**config.mk**
```make
export PLATFORM = sky130hd
export DESIGN_NAME = match_array
export DESIGN_NICKNAME = d
export VERILOG_FILES = /design/src/rtl/match_pkg.sv /design/src/rtl/prio_enc.sv /design/src/rtl/match_stage.sv /design/src/rtl/match_array.sv
export SDC_FILE = /design/constraint.sdc
export NUM_CORES = 1
export LEC_CHECK = 0
export BUFFER_PORTS_ARGS = -buffer_cell sky130_fd_sc_hd__buf_2
export CAP_MARGIN = 20
export CORE_ASPECT_RATIO = 1.75
export CORE_MARGIN = 2
export CORE_UTILIZATION = 54
export CTS_CLUSTER_DIAMETER = 100
export DETAILED_ROUTE_END_ITERATION = 10
export PLACE_DENSITY = 0.74
export SLEW_MARGIN = 20
export SYNTH_ARGS = -nofsm -noshare
export SYNTH_HDL_FRONTEND = slang
export SYNTH_SLANG_ARGS = --single-unit
```
**constraint.sdc**
```tcl
create_clock -name clk_i -period 1.2 [get_ports clk_i]
set_input_delay 0.24 -clock clk_i [delete_from_list [all_inputs] [get_ports clk_i]]
set_output_delay 0.24 -clock clk_i [all_outputs]
set_load 0.02 [all_outputs]
```
**src/rtl/match_pkg.sv**
```systemverilog
package match_pkg;
  function automatic int unsigned flat_idx(int unsigned p, int unsigned s, int unsigned k,
                                           int unsigned stages, int unsigned slots);
    return (p * stages + s) * slots + k;
  endfunction

  function automatic int unsigned idx_w(int unsigned n);
    return (n > 1) ? $clog2(n) : 1;
  endfunction
endpackage

```
**src/rtl/prio_enc.sv**
```systemverilog
module prio_enc #(
  parameter int unsigned N  = 4,
  parameter int unsigned KW = 2
) (
  input  logic [N-1:0]  req_i,
  output logic          any_o,
  output logic [KW-1:0] idx_o
);
  always_comb begin
    idx_o = '0;
    for (int k = N - 1; k >= 0; k--) begin
      if (req_i[k]) idx_o = KW'(k);
    end
  end
  assign any_o = |req_i;
endmodule

```
**src/rtl/match_stage.sv**
```systemverilog
module match_stage #(
  parameter int unsigned CHAR_W    = 8,
  parameter int unsigned SLOTS     = 4,
  parameter int unsigned STAGES    = 2,
  parameter int unsigned PIPE_IDX  = 0,
  parameter int unsigned STAGE_IDX = 0,
  parameter int unsigned PW        = 1,
  parameter int unsigned SW        = 1,
  parameter int unsigned KW        = 2,
  parameter int unsigned ID_W      = PW + SW + KW
) (
  input  logic              clk_i,
  input  logic              rst_ni,
  input  logic              vld_i,
  input  logic [CHAR_W-1:0] chr_i,
  input  logic              prev_hit_i,
  input  logic [ID_W-1:0]   prev_id_i,
  output logic              hit_o,
  output logic [ID_W-1:0]   id_o
);
  logic [SLOTS-1:0] fire;
  logic             loc_any;
  logic [KW-1:0]    loc_k;
  logic [ID_W-1:0]  loc_id;

  for (genvar k = 0; k < SLOTS; k++) begin : g_slot
    localparam int unsigned G = match_pkg::flat_idx(PIPE_IDX, STAGE_IDX, k, STAGES, SLOTS);
    localparam logic [CHAR_W-1:0] MASK = CHAR_W'(G + 1);
    assign fire[k] = vld_i && ((chr_i & MASK) == MASK);
  end

  prio_enc #(.N(SLOTS), .KW(KW)) u_enc (
    .req_i (fire),
    .any_o (loc_any),
    .idx_o (loc_k)
  );

  assign loc_id = {PW'(PIPE_IDX), SW'(STAGE_IDX), loc_k};

  // earlier stage result always wins
  always_ff @(posedge clk_i or negedge rst_ni) begin
    if (!rst_ni) begin
      hit_o <= 1'b0;
      id_o  <= '0;
    end else begin
      hit_o <= prev_hit_i | loc_any;
      id_o  <= prev_hit_i ? prev_id_i : (loc_any ? loc_id : '0);
    end
  end
endmodule

```
**src/rtl/match_array.sv**
```systemverilog
module match_array #(
  parameter int unsigned NUM_PIPES  = 2,
  parameter int unsigned NUM_STAGES = 2,
  parameter int unsigned SLOTS      = 4,
  parameter int unsigned CHAR_W     = 8,
  localparam int unsigned PW   = match_pkg::idx_w(NUM_PIPES),
  localparam int unsigned SW   = match_pkg::idx_w(NUM_STAGES),
  localparam int unsigned KW   = match_pkg::idx_w(SLOTS),
  localparam int unsigned ID_W = PW + SW + KW
) (
  input  logic              clk_i,
  input  logic              rst_ni,
  input  logic              valid_i,
  input  logic [CHAR_W-1:0] char_i,
  output logic              match_o,
  output logic [ID_W-1:0]   id_o
);
  logic [NUM_PIPES-1:0]                               h_vld;
  logic [NUM_PIPES-1:0][CHAR_W-1:0]                   h_chr;
  logic [NUM_PIPES-1:0][NUM_STAGES-1:0]               s_vld;
  logic [NUM_PIPES-1:0][NUM_STAGES-1:0][CHAR_W-1:0]   s_chr;
  logic [NUM_PIPES-1:0][NUM_STAGES:0]                 r_hit;
  logic [NUM_PIPES-1:0][NUM_STAGES:0][ID_W-1:0]       r_id;
  logic [NUM_PIPES-1:0]                               x_hit;
  logic [NUM_PIPES-1:0][ID_W-1:0]                     x_id;

  for (genvar p = 0; p < NUM_PIPES; p++) begin : g_pipe
    logic              hv_q;
    logic [CHAR_W-1:0] hc_q;
    logic              xh_q;
    logic [ID_W-1:0]   xi_q;

    // horizontal hop: head of pipe p is one cycle behind pipe p-1
    if (p == 0) begin : g_head0
      always_ff @(posedge clk_i or negedge rst_ni) begin
        if (!rst_ni) begin
          hv_q <= 1'b0;
          hc_q <= '0;
        end else begin
          hv_q <= valid_i;
          hc_q <= char_i;
        end
      end
    end else begin : g_headn
      always_ff @(posedge clk_i or negedge rst_ni) begin
        if (!rst_ni) begin
          hv_q <= 1'b0;
          hc_q <= '0;
        end else begin
          hv_q <= h_vld[p-1];
          hc_q <= h_chr[p-1];
        end
      end
    end
    assign h_vld[p] = hv_q;
    assign h_chr[p] = hc_q;

    assign r_hit[p][0] = 1'b0;
    assign r_id[p][0]  = '0;

    for (genvar s = 0; s < NUM_STAGES; s++) begin : g_stage
      if (s == 0) begin : g_first
        assign s_vld[p][s] = h_vld[p];
        assign s_chr[p][s] = h_chr[p];
      end else begin : g_fwd
        logic              fv_q;
        logic [CHAR_W-1:0] fc_q;
        always_ff @(posedge clk_i or negedge rst_ni) begin
          if (!rst_ni) begin
            fv_q <= 1'b0;
            fc_q <= '0;
          end else begin
            fv_q <= s_vld[p][s-1];
            fc_q <= s_chr[p][s-1];
          end
        end
        assign s_vld[p][s] = fv_q;
        assign s_chr[p][s] = fc_q;
      end

      match_stage #(
        .CHAR_W(CHAR_W), .SLOTS(SLOTS), .STAGES(NUM_STAGES),
        .PIPE_IDX(p), .STAGE_IDX(s), .PW(PW), .SW(SW), .KW(KW), .ID_W(ID_W)
      ) u_stage (
        .clk_i      (clk_i),
        .rst_ni     (rst_ni),
        .vld_i      (s_vld[p][s]),
        .chr_i      (s_chr[p][s]),
        .prev_hit_i (r_hit[p][s]),
        .prev_id_i  (r_id[p][s]),
        .hit_o      (r_hit[p][s+1]),
        .id_o       (r_id[p][s+1])
      );
    end

    // cross-pipe merge, lower pipe wins; one register per pipe keeps alignment
    always_ff @(posedge clk_i or negedge rst_ni) begin
      if (!rst_ni) begin
        xh_q <= 1'b0;
        xi_q <= '0;
      end else if (p == 0) begin
        xh_q <= r_hit[p][NUM_STAGES];
        xi_q <= r_id[p][NUM_STAGES];
      end else begin
        xh_q <= x_hit[(p == 0) ? 0 : p-1] | r_hit[p][NUM_STAGES];
        xi_q <= x_hit[(p == 0) ? 0 : p-1] ? x_id[(p == 0) ? 0 : p-1] : r_id[p][NUM_STAGES];
      end
    end
    assign x_hit[p] = xh_q;
    assign x_id[p]  = xi_q;
  end

  assign match_o = x_hit[NUM_PIPES-1];
  assign id_o    = x_id[NUM_PIPES-1];
endmodule

```
Word level (Yosys, flattened, before mapping)
Index checks and enable logic that the tools add are counted.

Flip-flop bits (word level): 44. Bits of input ports: 11. Output and inout bits: 5. Word-level logic and storage cells: 75.

Eq/ne operators: 11. Mux-type cells: 23. Bitwise operators: 3. Reduce and logical (&&, ||, !) cells: 20.

Operators with widths (number): $mux 2 (17); $logic_and 1x1->1 (16); $mux 4 (4); $reduce_or 4->1 (4); $eq 2x2->1 const B (6); $eq 3x3->1 const B (4); $mux 3 (2); $eq 4x4->1 const B (1); $or 1x1->1 (3).

Depth between registers and ports, before layout
Gate-level depths: netlist (run 1).

Depth after elaboration: 7. Mapped depth: 3. Gate-level depth less buffers: 3.

Modules after synthesis
A second synthesis (run 1) with hierarchy kept.

Cells, all modules: 143. Area, all modules: 1940.6 µm².

By module, submodules not included: match_array (instances 1, cells each 43, area an instance 980.9 µm², seq. area each 925.9 µm²); match_stage at g_pipe[0].g_stage[1].u_stage ... (instances 2, cells each 18, area an instance 203.9 µm², seq. area each 125.1 µm²); match_stage at g_pipe[1].g_stage[1].u_stage (instances 1, cells each 21, area an instance 219.0 µm², seq. area each 125.1 µm²); match_stage at g_pipe[0].g_stage[0].u_stage (instances 1, cells each 15, area an instance 192.7 µm², seq. area each 125.1 µm²); prio_enc (instances 4, cells each 7, area an instance 35.0 µm², seq. area each 0.0 µm²).

Least setup slack after synthesis (run 1)
No wires, ideal clock.

Path kind: reg-to-reg. Start point: reg, netlist name g_pipe[1].hc_q[0]. End point: reg g_pipe[0].g_stage[1].u_stage.hit_o. Library setup time: 0.122 ns. Arrival time: 0.809 ns. Data required time: 1.078 ns. Path slack: 0.268 ns. Stages on the path, launching flop included: 4. Buffers on the path: 0. Period minus slack after synthesis: 0.932 ns. Cell sequence: dfrtp_1 -> o21a_1 -> o21ai_1 -> nand2b_1.

RTL lines: end signal, assigned (line match_stage.sv:46) `hit_o <= prev_hit_i | loc_any;`; end, declared (line match_stage.sv:18) `output logic hit_o,`.

Worst setup path in the final report (run 1)
Start point: reg g_pipe[1].xi_q[1], in the netlist id_o[1]. End point: out id_o[1].

RTL lines: start, declared (line match_array.sv:31) `logic [ID_W-1:0] xi_q;`; start signal, assigned (line match_array.sv:103) `xi_q <= r_id[p][NUM_STAGES];`; start signal, assigned (line match_array.sv:106) `xi_q <= x_hit[(p == 0) ? 0 : p-1] ? x_id[(p == 0) ? 0 : p-1] : r_id[p][NUM_STAGES];`; end, declared (line match_array.sv:16) `output logic [ID_W-1:0] id_o`.

No word-level cell between the ends.

==> results.ini, run 1 <==
[outcome]
outcome = finished clean

[clocking]
clk_pin_slew_ns = 0.07
post-cts-setup-buffer-count = 0
clockRootBuffer = clkbuf_8
cts_resized = 0
numCtsBuffers = 5
cts_buffer_depth = 2
cts-hold-fix-buffers = 1
cts_sinks = 41
htreeDepth = 2
clk_latency_ns = 0.29
cts_tree = built

[timing]
hold_viol = 0
slew_headroom = 0.839
slew_violations = 0
setup_violations = 0
rsz0062_at_grt = no
tns_ns = 0
setup_ws_ns = 0.143
period_needed_ns = 1.06
fmax_mhz = 946
fin_skew_ns = 0.00964
max_slew.worst_pin.slew_ns = 0.238
fin_crit_sh = 0.881

[worst_setup_path]
slowest_delay_ns = 0.37
worst-path-max-fanout = 1
critical_path.cell_chain = buf_2
r2r.worst_path.cells = 3
worstSetupPathType = reg2out
crit_buf_inv = 1
critical-path-top-delay-family = flip-flops
cp-end-kind = primary output
cp_slowest_cell = dfrtp_1
critPathArrivalTime_ns = 0.82
cp-start-kind = register
cp.depth = 1
cp.required_ns = 0.96

[route]
via_per_inst = 5.32
dr_total_vias = 665
ant_nets = 0
drt-total-wl_um = 1770
wl_per_cell_um = 14.2
route.detailed.drc = 0
drt_first_pass_iters = 5
drt-initial-drc-count = 7

[global_route]
gr-total-overflow = 0
grt_use_total = 0.184
grt_pass1_wl_um = 2950
grt_pass1_vias = 698
antenna_found_initial = 0
grt_max_degree = 42

[final_layout]
fin_nets = 111
area_growth_pct = 17.8
final_common_cell = dfrtp_1
drive_gt1_frac = 0.250
mostFrequentLayoutCells = dfrtp_1 (41), buf_2 (12), nand2_1 (8)
antenna_cells = 0
finalInstanceArea_mm2 = 0.00149

[die]
core_mm2 = 0.00227
initial_core_util = 0.558
die_w_um = 40.6
die_y_um = 68.1
ios = 16
die-area_mm2 = 0.00277
rows = 23

[power]
p_leak_nw = 0.718
max-vdd-ir-drop_mv = 1.44
powerDensity_mw_per_mm2 = 1790

[yosys]
ys_types = 22
synth.avg_cell_area_um2 = 16.1
synthArstFlopShare = 1.00
syn-num-nets = 90
seq_area_frac_synth = 0.809
ys_warn_count = 0
synthFlopType = dfrtp_1
synth_cells = 79
synth_edf_count = 0
netlist_area_mm2 = 0.00127
ys_ff_latch = 41

[run]
max-cap-violations = 0

[place]
dp_hpwl_um = 1180
gp_congestion = 0.769
placed_cell_area_mm2 = 0.00138
post-place-ws_ns = 0.162
portBuffers = 12

[hold_path]
hold-path-cell-count = 1
min_path_type = in2reg

==> metal layers <==
metal / vias up / part of all wire / track usage
met4: 0 / 0.055 / 0.183
met2: 20 / 0.56 / 0.292
met3: 6 / 0.052 / 0.0877
met5: - / 0 / 0
met1: 330 / 0.33 / 0.143
li1: 309 / - / -
==> per-stage QoR <==
stage	hold WS, ns	instances	power, mW	util
floorplan	-0.0556	79	1.59	-
global placement	0.220	117	1.66	0.607
detailed placement	0.222	117	1.67	0.607
CTS	0.0409	125	2.72	0.657
global route	0.0347	125	2.79	0.657
finish	0.0563	125	2.67	0.657
==> logic make-up (layout without fill, tap and decap cells) <==
group | after synthesis | count (layout) | share of synthesized area
and+or+nand+nor | 24 | 24 | 0.0957
muxes | 3 | 3 | 0.0266
DFF | 41 | 41 | 0.809
AOI/OAI and AO/OA | 11 | 11 | 0.0690
buffers and inverters | 0 | 21 | 0
==> path summary, 6_finish.rpt <==
check,startpoint,endpoint,slack [ns]
setup / recovery,id_o[1],id_o[1],0.14
hold / removal,valid_i,g_pipe[0].hv_q,0.06
setup reg to reg,g_pipe[1].hc_q[0],g_pipe[0].g_stage[1].u_stage.hit_o,0.18
hold reg to reg,g_pipe[0].g_stage[1].u_stage.id_o[2],g_pipe[0].xi_q[2],0.35
max in group asynchronous,rst_ni,g_pipe[0].hc_q[3],0.56
min in group asynchronous,rst_ni,id_o[1],0.44
==> power by group <==
part           switching [mW]  total [mW]  internal (mW)
combinational          0.0730       0.131         0.0582
sequential             0.0505        1.51           1.46
clock                   0.424        1.03          0.604
total                   0.548        2.67           2.12
==> final cells by class <==
class | count | area (µm²)
Sequential cell | 41 | 1030
Fill cell | 169 | 779
Multi-Input combinational cell | 38 | 243
Timing Repair Buffer | 14 | 90.1
Clock buffer | 5 | 68.8
Clock inverter | 2 | 35.0
Tap cell | 25 | 31.3
==> cell usage after synthesis (2+ instances only) <==
library cell	n	area (µm²)
o21ai_1	2	10.0
nand2b_1	2	12.5
o31ai_2	2	25.0
o31ai_1	2	15.0
nor3_1	2	10.0
mux2_1	2	22.5
dfrtp_1	41	1030
nand2_1	8	30.0
nor2_1	5	18.8
==> sequential cells by signal, summed over array words and instances (netlist names) <==
name / count
g_pipe.g_stage.g_fwd.fc_q: 5
g_pipe.g_stage.g_fwd.fv_q: 1
g_pipe.g_stage.u_stage.hit_o: 3
g_pipe.g_stage.u_stage.id_o: 11
g_pipe.hc_q: 10
g_pipe.hv_q: 2
g_pipe.xh_q: 1
g_pipe.xi_q: 3
id_o: 4
match_o: 1
(Power assumes the default switching activity.)
==> inputs of run 2 (changes only) <==
--- a/config.mk
+++ b/config.mk
@@ -5,14 +5,18 @@
 export SDC_FILE = /design/constraint.sdc
 export NUM_CORES = 1
 export LEC_CHECK = 0
+export ABC_CLOCK_PERIOD_IN_PS = 1200
 export BUFFER_PORTS_ARGS = -buffer_cell sky130_fd_sc_hd__buf_2
 export CAP_MARGIN = 20
+export CELL_PAD_IN_SITES_DETAIL_PLACEMENT = 0
+export CELL_PAD_IN_SITES_GLOBAL_PLACEMENT = 1
 export CORE_ASPECT_RATIO = 1.75
 export CORE_MARGIN = 2
-export CORE_UTILIZATION = 54
+export CORE_UTILIZATION = 45
 export CTS_CLUSTER_DIAMETER = 100
 export DETAILED_ROUTE_END_ITERATION = 10
-export PLACE_DENSITY = 0.74
+export PLACE_DENSITY = 0.73
+export SKIP_LAST_GASP = 1
 export SLEW_MARGIN = 20
 export SYNTH_ARGS = -nofsm -noshare
 export SYNTH_HDL_FRONTEND = slang
==> results.ini, run 2 (synthesized netlist as in run 1, its figures left out) <==
[outcome]
outcome = finished clean

[timing]
fin_skew_ns = 0.00540  ; -0.00424 ns
slew_headroom = 0.797  ; -0.0424
slew_violations = 0  ; unchanged
fin_crit_sh = 0.863  ; -0.0180
rsz0062_at_grt = no
period_needed_ns = 1.04  ; -0.0216 ns
fmax_mhz = 966  ; +2.1%
max_slew.worst_pin.slew_ns = 0.300  ; +0.0627 ns
tns_ns = 0  ; unchanged
setup_violations = 0  ; unchanged
hold_viol = 0  ; unchanged

[route]
via_per_inst = 5.28  ; -0.69%
ant_nets = 0  ; unchanged
route.detailed.drc = 0  ; unchanged
drt-total-wl_um = 1700  ; -4.1%
wl_per_cell_um = 13.4  ; -5.6%
drt_first_pass_iters = 3  ; -2
dr_total_vias = 671  ; +0.90%
drt-initial-drc-count = 6  ; -1

[worst_setup_path]
worstSetupPathType = reg2out
cp-end-kind = primary output
critical-path-top-delay-family = flip-flops
worst-path-max-fanout = 1  ; unchanged
cp_slowest_cell = dfrtp_1
critical_path.cell_chain = buf_2
critPathArrivalTime_ns = 0.80  ; -0.02 ns
rrSetupSlack_ns = 0.18  ; about the same
crit_buf_inv = 1  ; unchanged
slowest_delay_ns = 0.36  ; about the same
cp-start-kind = register
cp.required_ns = 0.96  ; about the same

[die]
rows = 25  ; +8.7%
ios = 16  ; unchanged
core_mm2 = 0.00269  ; +18%
die-area_mm2 = 0.00328  ; +18%
die_w_um = 44.1  ; +8.6%
initial_core_util = 0.472  ; -0.0864
die_y_um = 74.2  ; +9.0%

[global_route]
grt_max_degree = 42  ; unchanged
met3_usage = 0.0437  ; -0.0440
antenna_found_initial = 0  ; unchanged
gr-total-overflow = 0  ; unchanged
grt_pass1_vias = 726  ; +4.0%
use_met1 = 0.0988  ; -0.0444
grt_pass1_wl_um = 3030  ; +2.6%
met2_usage = 0.265  ; -0.0270
busiest_layer = met2
grt_use_total = 0.136  ; -0.0476

[place]
placed_cell_area_mm2 = 0.00138  ; +0.18%
portBuffers = 12  ; unchanged
dp_hpwl_um = 1180  ; -0.62%
gp_congestion = 0.735  ; -4.4%

[final_layout]
drive_gt1_frac = 0.250  ; unchanged
mostFrequentLayoutCells = dfrtp_1 (41), buf_2 (12), nand2_1 (8)
num-fill-cells = 229  ; +36%
finalInstanceArea_mm2 = 0.00150  ; +0.17%
regMostFlops = g_pipe.g_stage.u_stage.id_o
antenna_cells = 0  ; unchanged
fin_nets = 111  ; unchanged
largest_reg_flops = 11  ; unchanged
area_growth_pct = 17.9
biggestRegsByFlops = g_pipe.g_stage.u_stage.id_o: 11 flops, g_pipe.hc_q: 10 flops, g_pipe.g_stage.g_fwd.fc_q: 5 flops
final_common_cell = dfrtp_1

[clocking]
cts_resized = 0  ; unchanged
clockRootBuffer = clkbuf_8
clk_latency_ns = 0.28  ; about the same
cts_sinks = 41  ; unchanged
clk_pin_slew_ns = 0.07  ; about the same
htreeDepth = 2  ; unchanged
cts_buffer_depth = 2  ; unchanged
cts_tree = built
numCtsBuffers = 5  ; unchanged
post-cts-setup-buffer-count = 0  ; unchanged

[power]
switching_share = 0.200  ; -0.00470
p_int_mw = 2.12  ; about the same
switching_power_mw = 0.532  ; -2.9%
powerDensity_mw_per_mm2 = 1770  ; -0.77%
max-vdd-ir-drop_mv = 0.836  ; -42%
seqPwrFrac = 0.569  ; +0.003
p_clk_frac = 0.382  ; -0.003
p_leak_nw = 0.718  ; unchanged
combPwrFrac = 0.049  ; about the same

[run]
max-cap-violations = 0  ; unchanged

[hold_path]
min_path_type = in2reg

[run 2: final cells by class]
cell class / instances / area (µm²) / area share
Clock buffer: 5 / 68.8 / 0.0460
Multi-Input combinational cell: 38 / 243 / 0.162
Sequential cell: 41 / 1030 / 0.686
Tap cell: 27 / 33.8 / 0.0226
Timing Repair Buffer: 14 / 90.1 / 0.0602
Clock inverter: 2 / 35.0 / 0.0234
[run 2: stage by stage]
stage	util	worst slack [ns]	hold slack [ns]	total power, mW	instances
2_1_floorplan	-	0.268	-0.0556	1.59	79
3_3_place_gp	0.514	0.198	0.221	1.66	119
3_5_place_dp	0.514	0.176	0.223	1.67	119
4_1_cts	0.556	0.145	0.0448	2.69	127
5_1_grt	0.556	0.122	0.0412	2.77	127
6_report	0.556	0.165	0.0559	2.65	127
[run 2: power groups by stage]
stage / logic [mW] / registers [mW] / clock network (mW)
after floorplan: 0.0484 / 1.54 / 0
after global placement: 0.128 / 1.53 / 0
after detailed placement: 0.133 / 1.54 / 0
after CTS: 0.135 / 1.51 / 1.05
after global routing: 0.150 / 1.52 / 1.10
final: 0.131 / 1.51 / 1.01
[run 2: final timing paths]
| kind | startpoint | endpoint | depth (start not counted) |
|---|---|---|---|
| hold reg to reg | g_pipe[0].g_stage[1].u_stage.id_o[2] | g_pipe[0].xi_q[2] | 0 |
| setup / recovery | id_o[1] | id_o[1] | 1 |
| max in group asynchronous | rst_ni | id_o[1] | 3 |
| setup reg to reg | g_pipe[1].hc_q[0] | g_pipe[0].g_stage[1].u_stage.hit_o | 3 |
| min in group asynchronous | rst_ni | g_pipe[0].xi_q[2] | 3 |
| hold / removal | char_i[1] | g_pipe[0].hc_q[1] | 1 |
[run 2: routing by layer]
layer  vias to the layer above  share of wire
met5                         -              0
met4                         0          0.032
met3                         7          0.051
met2                        17           0.61
met1                       339           0.31
li1                        308              -
[run 2: timing repair]
action | CTS | global route
hold buffers | 1 | 0
endpoints found under the hold margin | 41 | 0
setup endpoints to repair | 0 | 0
